--- config.mk ---
export PLATFORM = sky130hd
export DESIGN_NAME = gpio_regblk
export DESIGN_NICKNAME = d
export VERILOG_FILES = /design/src/rtl/gpio_regblk_pkg.sv /design/src/rtl/gpio_addr_decode.sv /design/src/rtl/gpio_word_reg.sv /design/src/rtl/gpio_level_ctrl.sv /design/src/rtl/gpio_read_port.sv /design/src/rtl/gpio_regblk.sv
export SDC_FILE = /design/constraint.sdc
export NUM_CORES = 1
export LEC_CHECK = 0
export BUFFER_PORTS_ARGS = -buffer_cell sky130_fd_sc_hd__buf_2
export CAP_MARGIN = 10
export CORE_UTILIZATION = 55
export CTS_BUF_LIST = sky130_fd_sc_hd__clkbuf_2
export DETAILED_ROUTE_END_ITERATION = 10
export GPL_TIMING_DRIVEN = 0
export PLACE_DENSITY = 0.82
export SYNTH_ARGS = -nofsm -noshare
export SYNTH_HDL_FRONTEND = slang
export SYNTH_HIERARCHICAL = 1
export SYNTH_SLANG_ARGS = --single-unit
--- constraint.sdc ---
create_clock -name clk -period 3.5 [get_ports clk]
set_input_delay 0.35 -clock clk [delete_from_list [all_inputs] [get_ports clk]]
set_output_delay 0.35 -clock clk [all_outputs]
set_load 0.01 [all_outputs]
--- src/rtl/gpio_regblk_pkg.sv ---
package gpio_regblk_pkg;

    // Offset field width; decoded offsets fit in six bits
    localparam int OFF_W = 6;

    // Register offsets (byte addresses, word aligned)
    localparam logic [OFF_W-1:0] OFF_LEVEL = 6'h00;
    localparam logic [OFF_W-1:0] OFF_DIR   = 6'h04;
    localparam logic [OFF_W-1:0] OFF_SET   = 6'h08;
    localparam logic [OFF_W-1:0] OFF_CLR   = 6'h0C;
    localparam logic [OFF_W-1:0] OFF_RISE  = 6'h10;
    localparam logic [OFF_W-1:0] OFF_FALL  = 6'h14;
    localparam logic [OFF_W-1:0] OFF_ESTAT = 6'h18;
    localparam logic [OFF_W-1:0] OFF_AUX   = 6'h20;

    // One select bit per decoded register slot
    typedef struct packed {
        logic level;
        logic dir;
        logic set;
        logic clr;
        logic rise;
        logic fall;
        logic estat;
        logic aux;
    } reg_sel_t;

    // Operation applied to the level register in a cycle
    typedef enum logic [1:0] {
        LOP_IDLE = 2'd0,
        LOP_SET  = 2'd1,
        LOP_CLR  = 2'd2
    } lvl_op_e;

    function automatic logic word_aligned(input logic [1:0] low_bits);
        return low_bits == 2'b00;
    endfunction

endpackage

--- src/rtl/gpio_addr_decode.sv ---
module gpio_addr_decode
    import gpio_regblk_pkg::*;
#(
    parameter int ADDR_W = 12
) (
    input  logic [ADDR_W-1:0] addr,
    output reg_sel_t          sel
);

    logic             upper_clear;
    logic [OFF_W-1:0] off;

    assign off = addr[OFF_W-1:0];

    generate
        if (ADDR_W > OFF_W) begin : g_upper
            assign upper_clear = ~|addr[ADDR_W-1:OFF_W];
        end else begin : g_no_upper
            assign upper_clear = 1'b1;
        end
    endgenerate

    always_comb begin
        sel = '0;
        if (upper_clear && word_aligned(addr[1:0])) begin
            case (off)
                OFF_LEVEL: sel.level = 1'b1;
                OFF_DIR:   sel.dir   = 1'b1;
                OFF_SET:   sel.set   = 1'b1;
                OFF_CLR:   sel.clr   = 1'b1;
                OFF_RISE:  sel.rise  = 1'b1;
                OFF_FALL:  sel.fall  = 1'b1;
                OFF_ESTAT: sel.estat = 1'b1;
                OFF_AUX:   sel.aux   = 1'b1;
                default:   sel       = '0;
            endcase
        end
    end

endmodule

--- src/rtl/gpio_word_reg.sv ---
module gpio_word_reg #(
    parameter int W = 32
) (
    input  logic         clk,
    input  logic         rst,
    input  logic         we,
    input  logic [W-1:0] d,
    output logic [W-1:0] q
);

    always_ff @(posedge clk) begin
        if (rst)     q <= '0;
        else if (we) q <= d;
    end

    // the register is zero in the cycle after reset
    p_reset_zero_r1: assert property (@(posedge clk) rst |=> (q == '0));

endmodule

--- src/rtl/gpio_level_ctrl.sv ---
module gpio_level_ctrl
    import gpio_regblk_pkg::*;
#(
    parameter int PINS = 32
) (
    input  logic            clk,
    input  logic            rst,
    input  lvl_op_e         op,
    input  logic [PINS-1:0] mask,
    input  logic [PINS-1:0] dir,
    output logic [PINS-1:0] level,
    output logic            reject
);

    logic touches_output;
    logic is_op;

    assign touches_output = |(mask & dir);
    assign is_op          = (op != LOP_IDLE);

    always_ff @(posedge clk) begin
        if (rst) begin
            level  <= '0;
            reject <= 1'b0;
        end else begin
            reject <= is_op && !touches_output;
            if (touches_output) begin
                case (op)
                    LOP_SET: level <= level | mask;
                    LOP_CLR: level <= level & ~mask;
                    default: level <= level;
                endcase
            end
        end
    end

    // accepted set applies the full word
    p_set_full_word_r4: assert property (@(posedge clk) disable iff (rst)
        (op == LOP_SET && touches_output) |=> (level == ($past(level) | $past(mask))));

    // accepted clear removes every masked bit
    p_clr_full_word_r5: assert property (@(posedge clk) disable iff (rst)
        (op == LOP_CLR && touches_output) |=> (level == ($past(level) & ~$past(mask))));

    // rejected operation keeps the level and pulses reject
    p_reject_hold_r6: assert property (@(posedge clk) disable iff (rst)
        (is_op && !touches_output) |=> ($stable(level) && reject));

    // no operation means no change and no reject pulse
    p_idle_quiet_r6: assert property (@(posedge clk) disable iff (rst)
        !is_op |=> ($stable(level) && !reject));

endmodule

--- src/rtl/gpio_read_port.sv ---
module gpio_read_port #(
    parameter int PINS   = 32,
    parameter int DATA_W = 32
) (
    input  logic              clk,
    input  logic              rst,
    input  logic              rd,
    input  logic              pick_level,
    input  logic              pick_dir,
    input  logic              pick_aux,
    input  logic [PINS-1:0]   level,
    input  logic [PINS-1:0]   dir,
    input  logic [DATA_W-1:0] aux,
    output logic [DATA_W-1:0] rdata
);

    logic [DATA_W-1:0] mux_val;

    always_comb begin
        mux_val = '0;
        if (pick_level)    mux_val = DATA_W'(level);
        else if (pick_dir) mux_val = DATA_W'(dir);
        else if (pick_aux) mux_val = aux;
    end

    always_ff @(posedge clk) begin
        if (rst)     rdata <= '0;
        else if (rd) rdata <= mux_val;
        else         rdata <= '0;
    end

    // no read strobe gives zero data in the next cycle
    p_idle_zero_r9: assert property (@(posedge clk) disable iff (rst)
        !rd |=> (rdata == '0));

    // a read that selects no register returns zero
    p_unmapped_zero_r8: assert property (@(posedge clk) disable iff (rst)
        (rd && !pick_level && !pick_dir && !pick_aux) |=> (rdata == '0));

endmodule

--- src/rtl/gpio_regblk.sv ---
module gpio_regblk
    import gpio_regblk_pkg::*;
#(
    parameter int PINS      = 32,
    parameter int DATA_W    = 32,
    parameter int ADDR_W    = 12,
    parameter int IRQ_LINES = 8
) (
    input  logic                 clk,
    input  logic                 rst,
    input  logic [ADDR_W-1:0]    bus_addr,
    input  logic                 bus_wr,
    input  logic [DATA_W-1:0]    bus_wdata,
    input  logic                 bus_rd,
    output logic [DATA_W-1:0]    bus_rdata,
    output logic [PINS-1:0]      pin_out,
    output logic [PINS-1:0]      pin_oe,
    output logic                 wr_reject,
    output logic [IRQ_LINES-1:0] irq_pin,
    output logic                 irq_any
);

    reg_sel_t          sel;
    lvl_op_e           lvl_op;
    logic [PINS-1:0]   dir_q;
    logic [PINS-1:0]   level_q;
    logic [DATA_W-1:0] aux_q;
    logic              edge_hit;
    logic              misaligned;

    gpio_addr_decode #(.ADDR_W(ADDR_W)) u_decode (
        .addr (bus_addr),
        .sel  (sel)
    );

    always_comb begin
        lvl_op = LOP_IDLE;
        if (bus_wr && sel.set)      lvl_op = LOP_SET;
        else if (bus_wr && sel.clr) lvl_op = LOP_CLR;
    end

    gpio_word_reg #(.W(PINS)) u_dir (
        .clk (clk),
        .rst (rst),
        .we  (bus_wr && sel.dir),
        .d   (bus_wdata[PINS-1:0]),
        .q   (dir_q)
    );

    gpio_word_reg #(.W(DATA_W)) u_aux (
        .clk (clk),
        .rst (rst),
        .we  (bus_wr && sel.aux),
        .d   (bus_wdata),
        .q   (aux_q)
    );

    gpio_level_ctrl #(.PINS(PINS)) u_level (
        .clk    (clk),
        .rst    (rst),
        .op     (lvl_op),
        .mask   (bus_wdata[PINS-1:0]),
        .dir    (dir_q),
        .level  (level_q),
        .reject (wr_reject)
    );

    gpio_read_port #(.PINS(PINS), .DATA_W(DATA_W)) u_read (
        .clk        (clk),
        .rst        (rst),
        .rd         (bus_rd),
        .pick_level (sel.level),
        .pick_dir   (sel.dir),
        .pick_aux   (sel.aux),
        .level      (level_q),
        .dir        (dir_q),
        .aux        (aux_q),
        .rdata      (bus_rdata)
    );

    assign pin_out = level_q;
    assign pin_oe  = dir_q;
    assign irq_pin = '0;
    assign irq_any = 1'b0;

    assign edge_hit   = sel.rise | sel.fall | sel.estat;
    assign misaligned = !word_aligned(bus_addr[1:0]);

    // direction write shows on pin_oe next cycle
    p_dir_write_r2: assert property (@(posedge clk) disable iff (rst)
        (bus_wr && sel.dir) |=> (pin_oe == $past(bus_wdata[PINS-1:0])));

    // auxiliary write is held
    p_aux_write_r3: assert property (@(posedge clk) disable iff (rst)
        (bus_wr && sel.aux) |=> (aux_q == $past(bus_wdata)));

    // edge-control writes leave every register alone
    p_edge_noeffect_r7: assert property (@(posedge clk) disable iff (rst)
        (bus_wr && edge_hit) |=> ($stable(pin_out) && $stable(pin_oe) && $stable(aux_q) && !wr_reject));

    // misaligned writes leave every register alone
    p_misaligned_write_r8: assert property (@(posedge clk) disable iff (rst)
        (bus_wr && misaligned) |=> ($stable(pin_out) && $stable(pin_oe) && $stable(aux_q)));

    // misaligned reads return zero
    p_misaligned_read_r8: assert property (@(posedge clk) disable iff (rst)
        (bus_rd && misaligned) |=> (bus_rdata == '0));

endmodule

Yosys cells after proc, flatten, opt, wreduce, memory -nomap -nowiden

Index checks and enable logic that the tools add are counted.

Register bits: 129
Output and inout port bits: 106
Word-level logic and storage cells: 50

Eq/ne operators: 9
Multiplexer cells: 15
Bitwise operators: 5
Reduce and logical (&&, ||, !) cells: 16

Operators with widths:

| operator                                                        | count |
|---|---|
| 32-bit 2-to-1 mux                                               | 3 |
| 32-bit bitwise AND                                              | 2 |
| 32-bit one-hot mux with 2 select lines                          | 1 |
| 32-bit inverter                                                 | 1 |
| 32-bit OR                                                       | 1 |
| 32-bit OR reduction                                             | 1 |
| 6-bit by 5-bit == test with 1-bit output, second input constant | 3 |
| 6-bit by 4-bit == test with 1-bit output, second input constant | 2 |
| 1-bit 2-to-1 mux                                                | 8 |
| 8-bit 2-to-1 mux                                                | 1 |
| 6-bit by 3-bit == test with 1-bit output, second input constant | 1 |
| 6-bit == test, second input constant                            | 1 |
| 1-bit logical AND                                               | 6 |
| 6-bit zero test                                                 | 1 |
| 6-bit OR reduction                                              | 1 |
| 2-bit 2-to-1 mux                                                | 2 |
| 2-bit nonzero test                                              | 2 |
| 2-bit by 1-bit == test with 1-bit output, second input constant | 1 |
| 2-bit == test, second input constant                            | 1 |
| 1-bit zero test                                                 | 2 |
| 2-bit zero test                                                 | 1 |
| 2-bit AND reduction                                             | 1 |
| 2-bit OR reduction                                              | 1 |
| 1-bit inverter                                                  | 1 |

Depth between registers and ports, before layout

Gate-level depths: netlist of the first run.

Word-level depth: 10
Gate-level depth with buffers: 10

Cells and area by module

Netlist of the first run, hierarchy kept.

Modules (own cells, without submodules):

| module           | instances | cells an instance | area each (µm²) |
|---|---|---|---|
| gpio_word_reg    | 2         | 103               | 1,163.6 |
| gpio_level_ctrl  | 1         | 169               | 1,924.3 |
| gpio_read_port   | 1         | 181               | 1,788.0 |
| gpio_addr_decode | 1         | 19                | 116.4 |
| gpio_regblk      | 1         | 14                | 102.6 |

Worst setup path after synthesis of the first run

No wires, ideal clock.

Kind: input-to-reg
Start point: input bus_addr[6]
End point: register with a tool-made name
Arrival time: 2,561 ps
Slack: 807 ps
Stages: 9
Buffers on the path: 2
Cells stage by stage: or4_1 buf_2 nor4_1 and2_2 inv_1 ha_1 buf_1 o211ai_1 mux2i_1

RTL lines:

| what               | line              | text |
|---|---|---|
| start: declaration | gpio_regblk.sv:11 | `input logic [ADDR_W-1:0] bus_addr,` |

==> results of run 1 <==
## area by class of cell
| type | count | share of cell area |
|---|---|---|
| clock buffers | 18 | 0.0116 |
| inverters | 34 | 0.0164 |
| multi-input cells | 369 | 0.396 |
| repair buffers | 178 | 0.137 |
| flip-flops and latches | 129 | 0.333 |
| plain buffers | 61 | 0.0622 |
| well taps | 140 | 0.0226 |
| clock inverters | 13 | 0.0218 |
## worst paths after layout
path,cells past startpoint,slack (ns),from,to
worst max-delay path,10,0.97,bus_addr[6],flop
worst min-delay path,5,0.16,bus_addr[5],u_read/rdata[26]
worst max register to register,6,1.43,u_dir/q[9],flop
worst min register to register,2,0.51,flop,flop
## stage by stage
step | cells | setup WS (ns) | utilization | area (um2) | hold slack, ns
after detailed placement | 877 | 0.267 | 0.655 | 7160 | 0.484
after CTS | 942 | 1.04 | 0.709 | 7760 | 0.112
after global placement | 877 | 0.365 | 0.655 | 7160 | 0.472
final | 942 | 0.967 | 0.709 | 7760 | 0.155
after floorplan | 593 | 0.825 | - | 6260 | 0.422
after global routing | 942 | 0.866 | 0.709 | 7760 | 0.131
## power by group
part,total (uW),switching [uW],leakage (uW),internal [uW]
logic,158,89.5,0.00206,68.1
registers,1470,0.0846,0.00104,1470
clock network,1000,547,0.000148,457
## cell usage in the layout (no fill, tap or decap), types with 2 or more instances in the layout
master and n:
or2_2 3, clkinv_1 3, ha_1 2, buf_6 10, a221oi_2 39, nand2b_1 36, bufinv_16 4, and2_2 3
nor4_1 6, clkinvlp_4 3, o211ai_1 3, nor2_1 64, clkinv_2 3, a21oi_1 32, buf_12 6, nand3b_1 32
conb_1 9, clkbuf_2 18, buf_4 18, buf_2 155, o211ai_2 29, clkbuf_1 15, a22o_1 7, mux2i_1 96
dfxtp_1 129, dlygate4sd3_1 34, or4_1 2, inv_1 34
## critical path: cells and delay by family
kind	cells	cell delay (ns)
buf+inv	4	0.98
fa+ha+maj	1	0.38
simple gates	3	1.00
mux	1	0.17
compound gates	1	0.23
## metal layers
metal | track usage | wire, um | vias to the layer above
met2 | 0.519 | 8660 | 310
met1 | 0.378 | 7230 | 2581
met3 | 0.0681 | 1420 | 68
met4 | 0.162 | 663 | 0
met5 | 0 | 0 | -
li1 | - | - | 2480
==> flow_summary.ini, run 1 <==
[sta]
slew_violations = 0
layout_min_cycle_time_ns = 2.53
setup_violations = 0
rsz0062_at_grt = no
hold_viol = 0
period_share = 0.724
fmax_mhz = 395
worst_slew_pin_slew_ns = 1.00
clock_skew_ns = 0.0350
finalSetupTns_ns = 0
slew_headroom = 0.326

[floorplan]
core_area_um2 = 10900
die_width_um = 108
io_pins = 154
rows = 38
dieArea_um2 = 11800
die_h_um = 108
initial_core_util = 0.570

[clocking]
clock_latency_ns = 0.72
clock_path_buffers = 2
clkSinkCount = 129
root_buffer = clkbuf_2
clk_pin_slew_ns = 0.20
hold_buffers = 34
htreeDepth = 4
ctsResizeCount = 0
postCtsSetupRepairBufs = 0
cts_tree = built
numCtsBuffers = 17

[placed_design]
port_buffers = 144
dp_hpwl_um = 12800
place.gp.congestion = 0.893

[worst_setup_path]
end_kind = flop
cp-start-kind = input pin
cp_slowest_stage_delay_ns = 0.68
worstPathRequired_ns = 4.08
crit_chain = buf_2 -> or4_1 -> buf_2 -> nor4_1 -> and2_2 -> inv_1 -> ha_1 -> clkbuf_1 -> o211ai_2 -> mux2i_1
worstPathArrival_ns = 3.11
cp_common_cell = buf_2
crit_fanout = 10
path_class = in2reg
crit_path_top_delay_cell = clkbuf_1

[cells_and_area]
nNetsFinal = 840
final-seq-area_um2 = 2580
multi_input_area_um2 = 3070
drive_gt1_frac = 0.365
syn_to_final_growth_pct = 24.5
fillerInstances = 811
antenna_cells = 0

[outcome]
outcome = completed

[route]
vias = 5439
drt-total-wl_um = 18000
wire_per_inst_um = 19.1
ant_nets = 0
drc = 0
drtPass1Iterations = 5
viasPerCell = 5.77
first_iter_violations = 336

[power_and_ir_drop]
p_per_area_nw_per_um2 = 339
p_leak_uw = 0.00325
p_total_uw = 2630
peakVddDrop_mv = 0.191

[global_routing]
grt_pass1_wl_um = 27400
antenna_found_initial = 0
grt_max_degree = 19
grt_pass1_vias = 5229
grt_usage = 0.312
grt_remaining_overflow = 0

[logic_synthesis]
syn_inst = 585
syn_area_per_cell_um2 = 10.7
syn-cell-area_um2 = 6230
ys_warn_count = 6

[flow_run]
max_cap_viol_count = 0

[hold_path]
worstHoldPathType = in2reg
Power figures use the tool's default switching activity.
==> run 2, diff against run 1 <==
- clock period: 3.5 -> 2.5 ns (I/O delays scaled with it)
==> run 2 against run 1 <==
Effect of this change: via count shrank 0.24%; design area shrank 0.32%; largest power group unchanged; die area is the same; critical path type unchanged; largest cell class unchanged; routed wire length shrank 0.66%; worst setup slack lost 0.74 ns; sequential power grew 40%; sequential cell count is the same; hold slack lost 0.071 ns; first-iteration DRC count grew 9.5%.
==> flow_summary.ini, run 2 (synthesized netlist as in run 1, its figures left out) <==
[floorplan]
rows = 38
dieArea_um2 = 11800
initial_core_util = 0.570
die_width_um = 108
die_h_um = 108
io_pins = 154
core_area_um2 = 10900

[placed_design]
dp_hpwl_um = 12700
port_buffers = 144
pre_cts_ws_ns = -0.622
place.gp.congestion = 0.871

[sta]
fmax_mhz = 439
fin_ws_ns = 0.223
slew_violations = 0
finalSetupTns_ns = 0
period_share = 0.911
rsz0062_at_grt = no
layout_min_cycle_time_ns = 2.28
setup_violations = 0
hold_viol = 0
worst_slew_pin_slew_ns = 1.04
clock_skew_ns = 0.0303
slew_headroom = 0.303

[clocking]
htreeDepth = 4
clkSinkCount = 129
clock_latency_ns = 0.70
cts_tree = built
postCtsSetupRepairBufs = 0
clk_pin_slew_ns = 0.20
clock_path_buffers = 2
root_buffer = clkbuf_2
numCtsBuffers = 17

[global_routing]
grt_remaining_overflow = 0
grt_max_degree = 19
grt_pass1_wl_um = 27000
antenna_found_initial = 1
grt_usage = 0.308
grt_pass1_vias = 5162

[hold_path]
min_delay_path_depth = 5
worstHoldPathType = in2reg

[worst_setup_path]
worstPathRequired_ns = 3.16
path_class = in2reg
end_kind = flop
crit_fanout = 6
worstPathArrival_ns = 2.94
cp-start-kind = input pin
ff2ff_path_depth = 6

[flow_run]
max_cap_viol_count = 0

[power_and_ir_drop]
p_per_area_nw_per_um2 = 453
peakVddDrop_mv = 0.295
p_leak_uw = 0.00326

[route]
ant_nets = 0
vias = 5426
first_iter_violations = 368
drt-total-wl_um = 17900
drtPass1Iterations = 5
viasPerCell = 5.74
drc = 0
wire_per_inst_um = 18.9

[outcome]
outcome = completed

[cells_and_area]
nNetsFinal = 841
syn_to_final_growth_pct = 24.1
layout_commonest_cell = buf_2
fillerInstances = 822
final_cell_mix = 156 x buf_2, 129 x dfxtp_1, 96 x mux2i_1
drive_gt1_frac = 0.372
==> run 2: cell types whose count changed in the layout (fill, tap and decap cells not counted), sizes merged <==
cell	previous run	this run
dlygate4sd3	34	35
clkbuf	33	35
clkinvlp	3	2
diode	0	1
clkinv	6	8
bufinv	4	2
==> run 2: worst max-delay path: stages <==
cell           delay [ns]
buf_2                0.09
or4_1                0.50
buf_2                0.16
nor4_1               0.89
nand3b_1             0.17
a221oi_2             0.28
dlygate4sd3_1        0.60
==> run 2: timing repair <==
item,CTS,global route
hold buffers,35,0
hold endpoints to repair,98,0
gates resized for setup,0,4
endpoints found under the setup margin,0,12
==> run 2: cell type report <==
| cell class | count | area, um2 | area share |
|---|---|---|---|
| multi-input combinational | 369 | 3070 | 0.397 |
| sequential | 129 | 2580 | 0.334 |
| timing repair buffer | 179 | 1070 | 0.138 |
| buffer | 61 | 487 | 0.0629 |
| tap | 140 | 175 | 0.0227 |
| inverter | 34 | 128 | 0.0165 |
| clock inverter | 12 | 118 | 0.0152 |
| clock buffer | 20 | 100 | 0.0129 |
| antenna | 1 | 2.50 | 0.000324 |
==> run 2: metrics by stage <==
step	area, um2	utilization	total power [uW]	hold WS, ns	std cells
CTS	7730	0.707	3520	0.0300	944
global placement	7160	0.655	2270	0.472	877
global route	7730	0.707	3620	0.0719	945
floorplan	6260	-	2170	0.322	593
finish	7730	0.707	3510	0.0844	945
detailed placement	7160	0.655	2280	0.478	877
==> run 2: worst paths after layout <==
path                    start               end  slack (ns)
hold / removal    bus_addr[5]  u_read/rdata[27]        0.08
setup / recovery  bus_addr[6]  u_read/rdata[26]        0.22
setup reg to reg  u_dir/q[13]              flop        0.46
hold reg to reg          flop  u_read/rdata[14]        0.50
==> run 2: layer usage <==
metal	vias to the layer above	global-route usage	wire length [um]
met2	282	0.500	8400
met3	63	0.0741	1400
met4	0	0.152	686
met1	2602	0.380	7370
li1	2479	-	-
met5	-	0	0
==> run 2: report_power, final <==
| group | leakage, uW | total [uW] | internal [uW] | switching, uW |
|---|---|---|---|---|
| combinational | 0.00208 | 222 | 95.3 | 127 |
| sequential | 0.00104 | 2060 | 2060 | 0.119 |
| clock | 0.000141 | 1230 | 457 | 769 |
